`src/rtl/seg_xlate_pkg.sv`:
```
package seg_xlate_pkg;

    localparam int LA_W   = 32;
    localparam int PA_W   = 36;
    localparam int PG_W   = 12;
    localparam int BASE_W = LA_W - PG_W;
    localparam int REPL_W = PA_W - PG_W;
    localparam int CODE_W = 5;
    localparam int PERM_W = 6;
    localparam logic [CODE_W-1:0] MIN_CODE = 5'h0B;

    typedef enum logic [1:0] {
        ACC_READ  = 2'd0,
        ACC_WRITE = 2'd1,
        ACC_EXEC  = 2'd2,
        ACC_RSVD  = 2'd3
    } acc_kind_e;

    typedef struct packed {
        logic [BASE_W-1:0] base;
        logic [CODE_W-1:0] code;
    } seg_hi_t;

    typedef struct packed {
        logic [REPL_W-1:0] repl;
        logic [PERM_W-1:0] perm;
    } seg_lo_t;

    typedef struct packed {
        seg_hi_t hi;
        seg_lo_t lo;
    } seg_desc_t;

    typedef struct packed {
        logic            valid;
        logic            hit;
        logic            fault;
        logic [PA_W-1:0] addr;
    } xlate_rsp_t;

    function automatic logic code_on(input logic [CODE_W-1:0] c);
        return c >= MIN_CODE;
    endfunction

    // page-granular bits that must equal the base for a hit
    function automatic logic [BASE_W-1:0] keep_mask(input logic [CODE_W-1:0] c);
        logic [BASE_W-1:0] m;
        for (int i = 0; i < BASE_W; i++) m[i] = (i + PG_W) > int'(c);
        return m;
    endfunction

    // physical bits taken from the logical address
    function automatic logic [PA_W-1:0] pass_mask(input logic [CODE_W-1:0] c);
        logic [PA_W-1:0] m;
        for (int i = 0; i < PA_W; i++) m[i] = i <= int'(c);
        return m;
    endfunction

    function automatic logic [2:0] perm_sel(input acc_kind_e k, input logic user);
        logic [2:0] off;
        case (k)
            ACC_READ:  off = 3'd2;
            ACC_WRITE: off = 3'd1;
            default:   off = 3'd0;
        endcase
        return (user ? 3'd0 : 3'd3) + off;
    endfunction

    function automatic seg_desc_t reset_desc(input int s);
        seg_desc_t d;
        d = '0;
        if (s == 0) begin
            d.hi.code = 5'h1E;
            d.lo.perm = '1;
        end else if (s == 1) begin
            d.hi.base = 20'h80000;
            d.hi.code = 5'h1E;
            d.lo.repl = 24'h800000;
            d.lo.perm = '1;
        end
        return d;
    endfunction

endpackage

```
`src/rtl/seg_desc_bank.sv`:
```
module seg_desc_bank
    import seg_xlate_pkg::*;
#(
    parameter int NUM_SEG = 16
) (
    input  logic                        clk,
    input  logic                        rst,
    input  logic                        cfg_wr,
    input  logic [$clog2(NUM_SEG):0]    cfg_sel,
    input  logic [31:0]                 cfg_wdata,
    output logic [31:0]                 cfg_rdata,
    output seg_desc_t                   desc_o [NUM_SEG]
);
    localparam int IDX_W = $clog2(NUM_SEG);

    seg_desc_t        regs [NUM_SEG];
    seg_desc_t        cur;
    logic [IDX_W-1:0] sel_idx;

    assign sel_idx = cfg_sel[IDX_W:1];

    always_ff @(posedge clk) begin
        if (rst) begin
            for (int s = 0; s < NUM_SEG; s++) regs[s] <= reset_desc(s);
        end else if (cfg_wr) begin
            if (cfg_sel[0])
                regs[sel_idx].lo <= '{repl: cfg_wdata[31:8], perm: cfg_wdata[PERM_W-1:0]};
            else
                regs[sel_idx].hi <= '{base: cfg_wdata[31:PG_W], code: cfg_wdata[CODE_W-1:0]};
        end
    end

    always_comb begin
        cur = regs[sel_idx];
        if (cfg_sel[0])
            cfg_rdata = {cur.lo.repl, 2'b00, cur.lo.perm};
        else
            cfg_rdata = {cur.hi.base, 7'b0, cur.hi.code};
    end

    assign desc_o = regs;

    // the two boot windows exist right after reset
    a_r1_boot_windows: assert property (@(posedge clk)
        $past(rst) && !rst |-> desc_o[0].hi.code == 5'h1E && desc_o[1].lo.repl == 24'h800000);

endmodule

```
`src/rtl/seg_match_slice.sv`:
```
module seg_match_slice
    import seg_xlate_pkg::*;
(
    input  seg_desc_t         desc_i,
    input  logic [LA_W-1:0]   addr_i,
    output logic              match_o,
    output logic [PA_W-1:0]   phys_o
);
    logic [BASE_W-1:0] keep;
    logic [PA_W-1:0]   pass;

    always_comb begin
        keep    = keep_mask(desc_i.hi.code);
        pass    = pass_mask(desc_i.hi.code);
        match_o = code_on(desc_i.hi.code) &&
                  (((addr_i[LA_W-1:PG_W] ^ desc_i.hi.base) & keep) == '0);
        phys_o  = ({desc_i.lo.repl, {PG_W{1'b0}}} & ~pass) |
                  ({{(PA_W-LA_W){1'b0}}, addr_i} & pass);
    end

endmodule

```
`src/rtl/seg_resolve.sv`:
```
module seg_resolve
    import seg_xlate_pkg::*;
#(
    parameter int NUM_SEG = 16
) (
    input  logic               clk,
    input  logic               rst,
    input  logic               req_valid,
    input  logic [1:0]         req_kind,
    input  logic               req_user,
    input  logic [NUM_SEG-1:0] match_i,
    input  logic [PA_W-1:0]    phys_i [NUM_SEG],
    input  logic [PERM_W-1:0]  perm_i [NUM_SEG],
    output xlate_rsp_t         rsp_o
);
    logic              win_hit;
    logic [PA_W-1:0]   win_phys;
    logic [PERM_W-1:0] win_perm;
    acc_kind_e         kind;
    logic              allowed;
    xlate_rsp_t        rsp_d;

    // ascending scan: the last (highest) matching index wins
    always_comb begin
        win_hit  = 1'b0;
        win_phys = '0;
        win_perm = '0;
        for (int s = 0; s < NUM_SEG; s++) begin
            if (match_i[s]) begin
                win_hit  = 1'b1;
                win_phys = phys_i[s];
                win_perm = perm_i[s];
            end
        end
        kind    = acc_kind_e'(req_kind);
        allowed = (kind != ACC_RSVD) && win_perm[perm_sel(kind, req_user)];
        rsp_d.valid = req_valid;
        rsp_d.hit   = req_valid && win_hit;
        rsp_d.fault = req_valid && !(win_hit && allowed);
        rsp_d.addr  = (req_valid && win_hit) ? win_phys : '0;
    end

    always_ff @(posedge clk) begin
        if (rst) rsp_o <= '0;
        else     rsp_o <= rsp_d;
    end

    // reserved access kind never passes
    a_r9_rsvd_faults: assert property (@(posedge clk) disable iff (rst)
        req_valid && req_kind == 2'b11 |=> rsp_o.fault);

endmodule

```
`src/rtl/seg_xlate_unit.sv`:
```
module seg_xlate_unit
    import seg_xlate_pkg::*;
#(
    parameter int NUM_SEG = 16
) (
    input  logic                     clk,
    input  logic                     rst,
    input  logic                     req_valid,
    input  logic [31:0]              req_addr,
    input  logic [1:0]               req_kind,
    input  logic                     req_user,
    input  logic                     cfg_wr,
    input  logic [$clog2(NUM_SEG):0] cfg_sel,
    input  logic [31:0]              cfg_wdata,
    output logic [31:0]              cfg_rdata,
    output logic                     rsp_valid,
    output logic [35:0]              rsp_addr,
    output logic                     rsp_hit,
    output logic                     rsp_fault
);
    seg_desc_t          desc   [NUM_SEG];
    logic [NUM_SEG-1:0] match;
    logic [PA_W-1:0]    phys   [NUM_SEG];
    logic [PERM_W-1:0]  perm   [NUM_SEG];
    xlate_rsp_t         rsp;

    seg_desc_bank #(.NUM_SEG(NUM_SEG)) bank_i (
        .clk       (clk),
        .rst       (rst),
        .cfg_wr    (cfg_wr),
        .cfg_sel   (cfg_sel),
        .cfg_wdata (cfg_wdata),
        .cfg_rdata (cfg_rdata),
        .desc_o    (desc)
    );

    for (genvar s = 0; s < NUM_SEG; s++) begin : g_slice
        seg_match_slice slice_i (
            .desc_i  (desc[s]),
            .addr_i  (req_addr),
            .match_o (match[s]),
            .phys_o  (phys[s])
        );
        assign perm[s] = desc[s].lo.perm;
    end

    seg_resolve #(.NUM_SEG(NUM_SEG)) resolve_i (
        .clk       (clk),
        .rst       (rst),
        .req_valid (req_valid),
        .req_kind  (req_kind),
        .req_user  (req_user),
        .match_i   (match),
        .phys_i    (phys),
        .perm_i    (perm),
        .rsp_o     (rsp)
    );

    assign rsp_valid = rsp.valid;
    assign rsp_addr  = rsp.addr;
    assign rsp_hit   = rsp.hit;
    assign rsp_fault = rsp.fault;

    // one-cycle response
    a_r8_latency: assert property (@(posedge clk) disable iff (rst)
        req_valid |=> rsp_valid);
    // quiet when no request
    a_r8_idle_quiet: assert property (@(posedge clk) disable iff (rst)
        !req_valid |=> !rsp_valid && !rsp_hit && !rsp_fault);
    // page offset always passes through on a hit
    a_r4_offset_pass: assert property (@(posedge clk) disable iff (rst)
        rsp_valid && rsp_hit |-> rsp_addr[PG_W-1:0] == $past(req_addr[PG_W-1:0]));
    // a miss faults with a zero address
    a_r6_miss_fault: assert property (@(posedge clk) disable iff (rst)
        rsp_valid && !rsp_hit |-> rsp_fault && rsp_addr == '0);

endmodule

```
`config.mk`:
```
export PLATFORM = sky130hd
export DESIGN_NAME = seg_xlate_unit
export DESIGN_NICKNAME = d
export VERILOG_FILES = /design/src/rtl/seg_xlate_pkg.sv /design/src/rtl/seg_desc_bank.sv /design/src/rtl/seg_match_slice.sv /design/src/rtl/seg_resolve.sv /design/src/rtl/seg_xlate_unit.sv
export SDC_FILE = /design/constraint.sdc
export NUM_CORES = 2
export LEC_CHECK = 0
export BUFFER_PORTS_ARGS = -buffer_cell sky130_fd_sc_hd__buf_2
export CORE_MARGIN = 4
export CORE_UTILIZATION = 35
export CTS_BUF_LIST = sky130_fd_sc_hd__clkbuf_8 sky130_fd_sc_hd__clkbuf_16
export DETAILED_ROUTE_END_ITERATION = 6
export PLACE_DENSITY_LB_ADDON = 0.15
export SKIP_LAST_GASP = 1
export SYNTH_ARGS = -nofsm -noshare
export SYNTH_HDL_FRONTEND = slang
export SYNTH_SLANG_ARGS = --single-unit
```
`constraint.sdc`:
```
create_clock -name clk -period 7.1 [get_ports clk]
set_input_delay 0.71 -clock clk [delete_from_list [all_inputs] [get_ports clk]]
set_output_delay 0.71 -clock clk [all_outputs]
set_load 0.01 [all_outputs]
```
* After elaboration in Yosys (flattened, before gate mapping)
Cells that the tools add are included.
** Storage, ports and cells
- Bits in registers :: 919
- Logic and storage cells :: 1107
- Bits of input ports :: 76
- Output and inout port bits :: 71
** Cells by class
- $lt $le $gt $ge :: 835
- Add/sub/neg operators :: 1
- Equal/unequal tests :: 2
- Multiplexer cells :: 63
- Bitwise logic cells :: 98
- Reduce and logical (&&, ||, !) cells :: 40
** Operators by type and width (count)
- $bwmux W880 :: 2
- $gt A5 B5 Y1 const A :: 256
- $le A5 B5 Y1 const A :: 256
- $mux W880 :: 1
- $le A4 B5 Y1 const A :: 128
- $and A36 B36 Y36 :: 16
- $mux W36 :: 16
- $not A32 Y36 :: 16
- $or A36 B36 Y36 :: 16
- $and A32 B32 Y32 :: 16
- $demux W55 S4 :: 2
- $and A20 B20 Y20 :: 16
- $gt A4 B5 Y1 const A :: 64
- $le A3 B5 Y1 const A :: 64
- $logic_not A20 Y1 :: 16
- $xor A20 B20 Y20 :: 16
- $bmux W55 S4 :: 1
- $mux W55 :: 3
- $le A2 B5 Y1 const A :: 32
- $mux W6 :: 16
- $ge A5 B4 Y1 const B :: 16
- $le A1 B5 Y1 const A :: 16
- $mux W32 :: 1
- $mux W30 :: 1
- other kinds (16) :: 52

* Depth between registers and ports, before layout
- Word-level depth :: 26
- Depth in mapped cells :: 15
- Mapped depth without buffers :: 11

* Hierarchy
Synthesis repeated with hierarchy kept, for this count alone.
** Unflattened totals
- Cell total of the unflattened synthesis :: 7519
- Area, all modules :: 59618.4 sq um
** By module, submodules not included
- seg_desc_bank :: area each 37942.6 sq um, cells an instance 4604, sequential area each 17616.9 sq um, times used 1
- seg_match_slice :: area each 963.4 sq um, cells an instance 126, sequential area each 0.0 sq um, times used 16
- seg_resolve :: area each 6261.0 sq um, cells an instance 899, sequential area each 780.7 sq um, times used 1

* Least setup slack after synthesis
Ideal clock, no wire load.
- Path type :: input to output
- Start :: input cfg_sel[2]
- End :: output cfg_rdata[23]
- Setup slack :: 3.307 ns
- Buffers on the path :: 3
- Stages on the path :: 6
- Required time :: 6.390 ns
- Arrival :: 3.083 ns
- Path through :: buf_1 -> clkbuf_1 -> buf_1 -> mux4_2 -> mux4_2 -> mux2_2
** Between the ends
- Longest elaborated chain between the ends :: 5
** RTL lines
- start: declaration :: line seg_xlate_unit.sv:13 : input logic [$clog2(NUM_SEG):0] cfg_sel,
- $not A4 Y5 (implied by the code) :: line seg_desc_bank.sv:34 : cur = regs[sel_idx];
- $bmux W55 S4 :: line seg_desc_bank.sv:34
- $mux W55 (implied by the code) (2 in series) :: line seg_desc_bank.sv:34
- $mux W32 :: line seg_desc_bank.sv:35 : if (cfg_sel[0])
- end: declaration :: line seg_xlate_unit.sv:15 : output logic [31:0] cfg_rdata,
Every way passes these cells. The select of a mux whose other input is x is not followed.

* Final worst setup path
- Start :: register bank_i.regs (netlist bit bank_i.desc_o[528])
- End :: register resolve_i.rsp_o[19] in the netlist's numbering
** Between the ends
- Longest elaborated chain between the ends :: 17
- Elaborated cells between the ends (all ways) :: 52
- Those cells by class :: 22 x order compare; 20 x mux; 6 x bitwise; 4 x reduce/logical
** RTL lines
- start: declaration :: line seg_desc_bank.sv:16 : seg_desc_t regs [NUM_SEG];
- $gt A4 B5 Y1 / $gt A5 B5 Y1 (equally long branches) :: line seg_xlate_pkg.sv:48 : for (int i = 0; i < BASE_W; i++) m[i] = (i + PG_W) > int'(c);
- $and A20 B20 Y20 :: line seg_match_slice.sv:16 : (((addr_i[LA_W-1:PG_W] ^ desc_i.hi.base) & keep) == '0);
- $logic_not A20 Y1 :: line seg_match_slice.sv:16
- $logic_and A1 B1 Y1 :: line seg_match_slice.sv:15 : match_o = code_on(desc_i.hi.code) &&
- $mux W1 (10 in series) :: line seg_resolve.sv:29 : if (match_i[s]) begin
- $logic_and A1 B1 Y1 :: line seg_resolve.sv:40 : rsp_d.addr = (req_valid && win_hit) ? win_phys : '0;
- $not A1 Y1 (no line)
- $reduce_or A2 Y1 (no line)
- end signal: assignment :: line seg_resolve.sv:45 : else rsp_o <= rsp_d;
- end: declaration :: line seg_resolve.sv:14 : output xlate_rsp_t rsp_o
Several ways; a longest one is shown, not always the timed one.
A chain may end at the register's enable or synchronous reset.

==> reports/results.tsv <==
stage	metric	value	unit
logic_synthesis	ys_warn_count	0	
detailed_routing	avgViaCountPerCell	6.39	
detailed_routing	routed-wl-met2	142000	µm
power	internal_power	0.00900	W
sta	clock_skew	0.0352	ns
power	pwr-share-seq	41.6	%
detailed_routing	dr_wl_met3	36700	µm
clocking	numCtsBuffers	111	
power	ir_drop	0.191	mV
sta	max_freq	178	MHz
detailed_routing	routed.top_layer	met5	
clocking	cts_root_buffer	clkbuf_16	
sta	relSlewSlack	6.01	%
logic_synthesis	synth.avg_cell_area	7.93	µm²
die	die_w	404	µm
die	die_h	404	µm
layout	postLayoutCellArea	61200	µm²
clocking	insertion_delay	0.77	ns
detailed_routing	drtAntennaViolNets	0	
detailed_routing	drc_errors	0	
sta	tns	0	ns
logic_synthesis	yosysSeqAreaShare	33.4	%
global_route	grt_antenna_before_repair	37	
setup_path	worst-path-max-fanout	20	
clocking	post_cts_buffers	0	
setup_path	required	7.80	ns
layout	layout.nets	6764	
power	power.switching	0.00365	W
power	switching_share	28.9	%
die	initial_core_util	35.2	%
layout	drive_above_1_share	14.8	%
logic_synthesis	synth.cells.most_frequent	1982 x nand2_1, 1013 x a21oi_1, 919 x dfxtp_1	
worst_hold_path	hold_class	in2reg	
die	die-area	164000	µm²
logic_synthesis	post_synth_num_cell_types	97	
detailed_routing	dr_total_vias	56500	
detailed_routing	wirelength	339000	µm
power	p_clk_share	47.6	%
logic_synthesis	synth_area	55000	µm²
status	status	complete, no violations	
global_route	grt_pass1_vias	51100	
clocking	clkSlewWorstSetupHoldPaths	0.06	ns
die	core	156000	µm²
layout	synthToLayoutAreaGrowth	11.2	%
setup_path	r2r.worst_path.cells	12	
sta	rsz0062_at_grt	false	
clocking	cts_tree	built	
logic_synthesis	async_flop_share	0	%
global_route	grt_max_degree	202	
power	leakage	21.5	nW
power	combPwrFrac	10.8	%
sta	hold_violations	0	
sta	drv_slew	0	
logic_synthesis	netlist_instances	6936	
setup_path	start_kind	flip-flop	
logic_synthesis	yosysTopAreaCellShare	33.4	%
setup_path	end_kind	flip-flop	
logic_synthesis	synth.area.top_cells	dfxtp_1 33%, nand2_1 14%, mux4_2 11%	
placement	port_buffers	142	
sta	period_share	79.3	%
clocking	htreeDepth	3	
clocking	cts.path.max_buffers	3	
flow_run	cap_violations	0	
clocking	cts_hold_buf	0	
logic_synthesis	synth-edff-count	0	
placement	place.gp.congestion	1.06	
die	ioPinCount	147	
power	power-per-cell-area	207	nW/µm²
clocking	clkSinkCount	919	
detailed_routing	met1_length	132000	µm
sta	setup_violations	0	
logic_synthesis	synth_top_cell_by_area	dfxtp_1	
clocking	post_cts_resize_count	0	
detailed_routing	detail_route.wl_per_cell	38.3	µm
logic_synthesis	synth.most_common_cell	nand2_1	
global_route	grt_util_all_layers	40.0	%
logic_synthesis	ys_ff_latch	919	
sta	tightestPinTransition	1.41	ns
detailed_routing	drt_iter0_drc	8732	
setup_path	path_class	reg2reg	
global_route	grt_first_pass_wirelength	453000	µm
detailed_routing	first_pass_iters	7	
die	rows	145	
global_route	grt_overflow	0	
placement	dp_hpwl	243000	µm
worst_hold_path	whs_path_depth	2	
logic_synthesis	synthFlopType	dfxtp_1	
sta	layout_min_cycle_time	5.63	ns
placement	placed_area	57400	µm²
setup_path	cp.arrival	6.33	ns
==> worst max-delay path: stages, from the launching register on <==
cell       delay [ns]
dfxtp_1          0.62
o31ai_1          1.15
nand2_1          0.16
o221ai_1         0.20
a2111oi_1        0.11
buf_4            0.15
and2_1           0.46
nor2_1           1.09
o221ai_1         0.59
a2111oi_0        0.50
buf_4            0.21
o21ai_0          0.11
a21oi_1          0.17
==> placed cells by master (no fill, tap or decap), types with 17 or more instances in the layout <==
master / netlist / final
a2111oi_0: 20 / 18
a211oi_1: 45 / 45
a21o_1: 17 / 17
a21oi_1: 1013 / 1013
a221o_1: 26 / 26
a221oi_1: 29 / 29
a22oi_1: 41 / 41
a31oi_1: 47 / 47
and2_1: 39 / 39
and3_1: 27 / 27
buf_2: 127 / 133
buf_4: 5 / 214
clkbuf_16: 0 / 112
clkbuf_8: 0 / 28
clkinv_2: 0 / 24
dfxtp_1: 919 / 919
inv_1: 34 / 53
mux2_2: 88 / 88
mux2i_1: 220 / 220
mux4_2: 275 / 275
nand2_1: 1982 / 1971
nand3_1: 86 / 86
nand3b_1: 27 / 27
nand4_1: 24 / 24
nor2_1: 215 / 179
nor2_2: 1 / 32
nor3_1: 60 / 59
o211ai_1: 46 / 46
o21a_1: 20 / 20
o21ai_0: 186 / 186
o221ai_1: 33 / 33
o22ai_1: 46 / 46
o31ai_1: 28 / 28
xnor2_1: 119 / 119
xor2_1: 201 / 201
==> routing by layer <==
metal  up-vias  global-route usage, %
met5         -                      0
met4        14                   26.7
met3       753                   9.55
met2      3847                   58.6
met1     28000                   52.2
li1      23900                      -
==> cells by family (layout without fill, tap and decap cells) <==
logic type | after synthesis | count (layout) | share of synthesized area, %
simple gates | 2558 | 2558 | 19.0
compound gates | 1791 | 1791 | 19.7
flops | 919 | 919 | 33.4
buf+inv | 759 | 599 | 5.56
mux | 583 | 583 | 17.1
xor+xnor | 320 | 320 | 5.10
fa+ha+maj | 5 | 5 | 0.114
other cells | 1 | 14 | 0.00682
==> per-stage QoR <==
step                      worst slack (ns)  util (%)  power, W  instances  hold WS (ns)
after detailed placement              1.47      36.7   0.00668       8631         0.456
final                                 1.47      39.2    0.0127       8847         0.139
after CTS                             1.71      39.1    0.0126       8835         0.114
after global routing                  1.47      39.1    0.0129       8837         0.144
after floorplan                       3.31         -   0.00605       6937         0.442
after global placement                1.53      36.7   0.00668       8631         0.444
==> cell type report <==
type	instances	area (µm²)
antenna	12	30.0
clock buffer	140	3190
clock inverter	64	574
fill	16100	95000
inverter	36	135
multi-input combinational	5259	33800
sequential	919	18400
tap	2058	2570
timing repair buffer	359	2500
==> final timing paths <==
check | start | slack (ns) | endpoint
worst min register to register | bank_i.desc_o[694] | 0.47 | bank_i.desc_o[694]
worst max register to register | bank_i.desc_o[528] | 1.47 | resolve_i.rsp_o[19]
worst min-delay path | req_addr[11] | 0.14 | resolve_i.rsp_o[11]
worst max-delay path | bank_i.desc_o[528] | 1.47 | resolve_i.rsp_o[19]
==> sequential cells by signal (all words and copies together) (netlist names) <==
register / cells
bank_i.desc_o: 880
resolve_i.rsp_o: 39
==> power groups by stage <==
stage / Combinational (W) / Clock (W) / Sequential (W)
finish: 0.00137 / 0.00602 / 0.00526
global placement: 0.00131 / 0 / 0.00537
detailed placement: 0.00130 / 0 / 0.00538
floorplan: 0.000701 / 0 / 0.00535
global route: 0.00138 / 0.00624 / 0.00526
CTS: 0.00131 / 0.00605 / 0.00526
(Power assumes the default switching activity.)
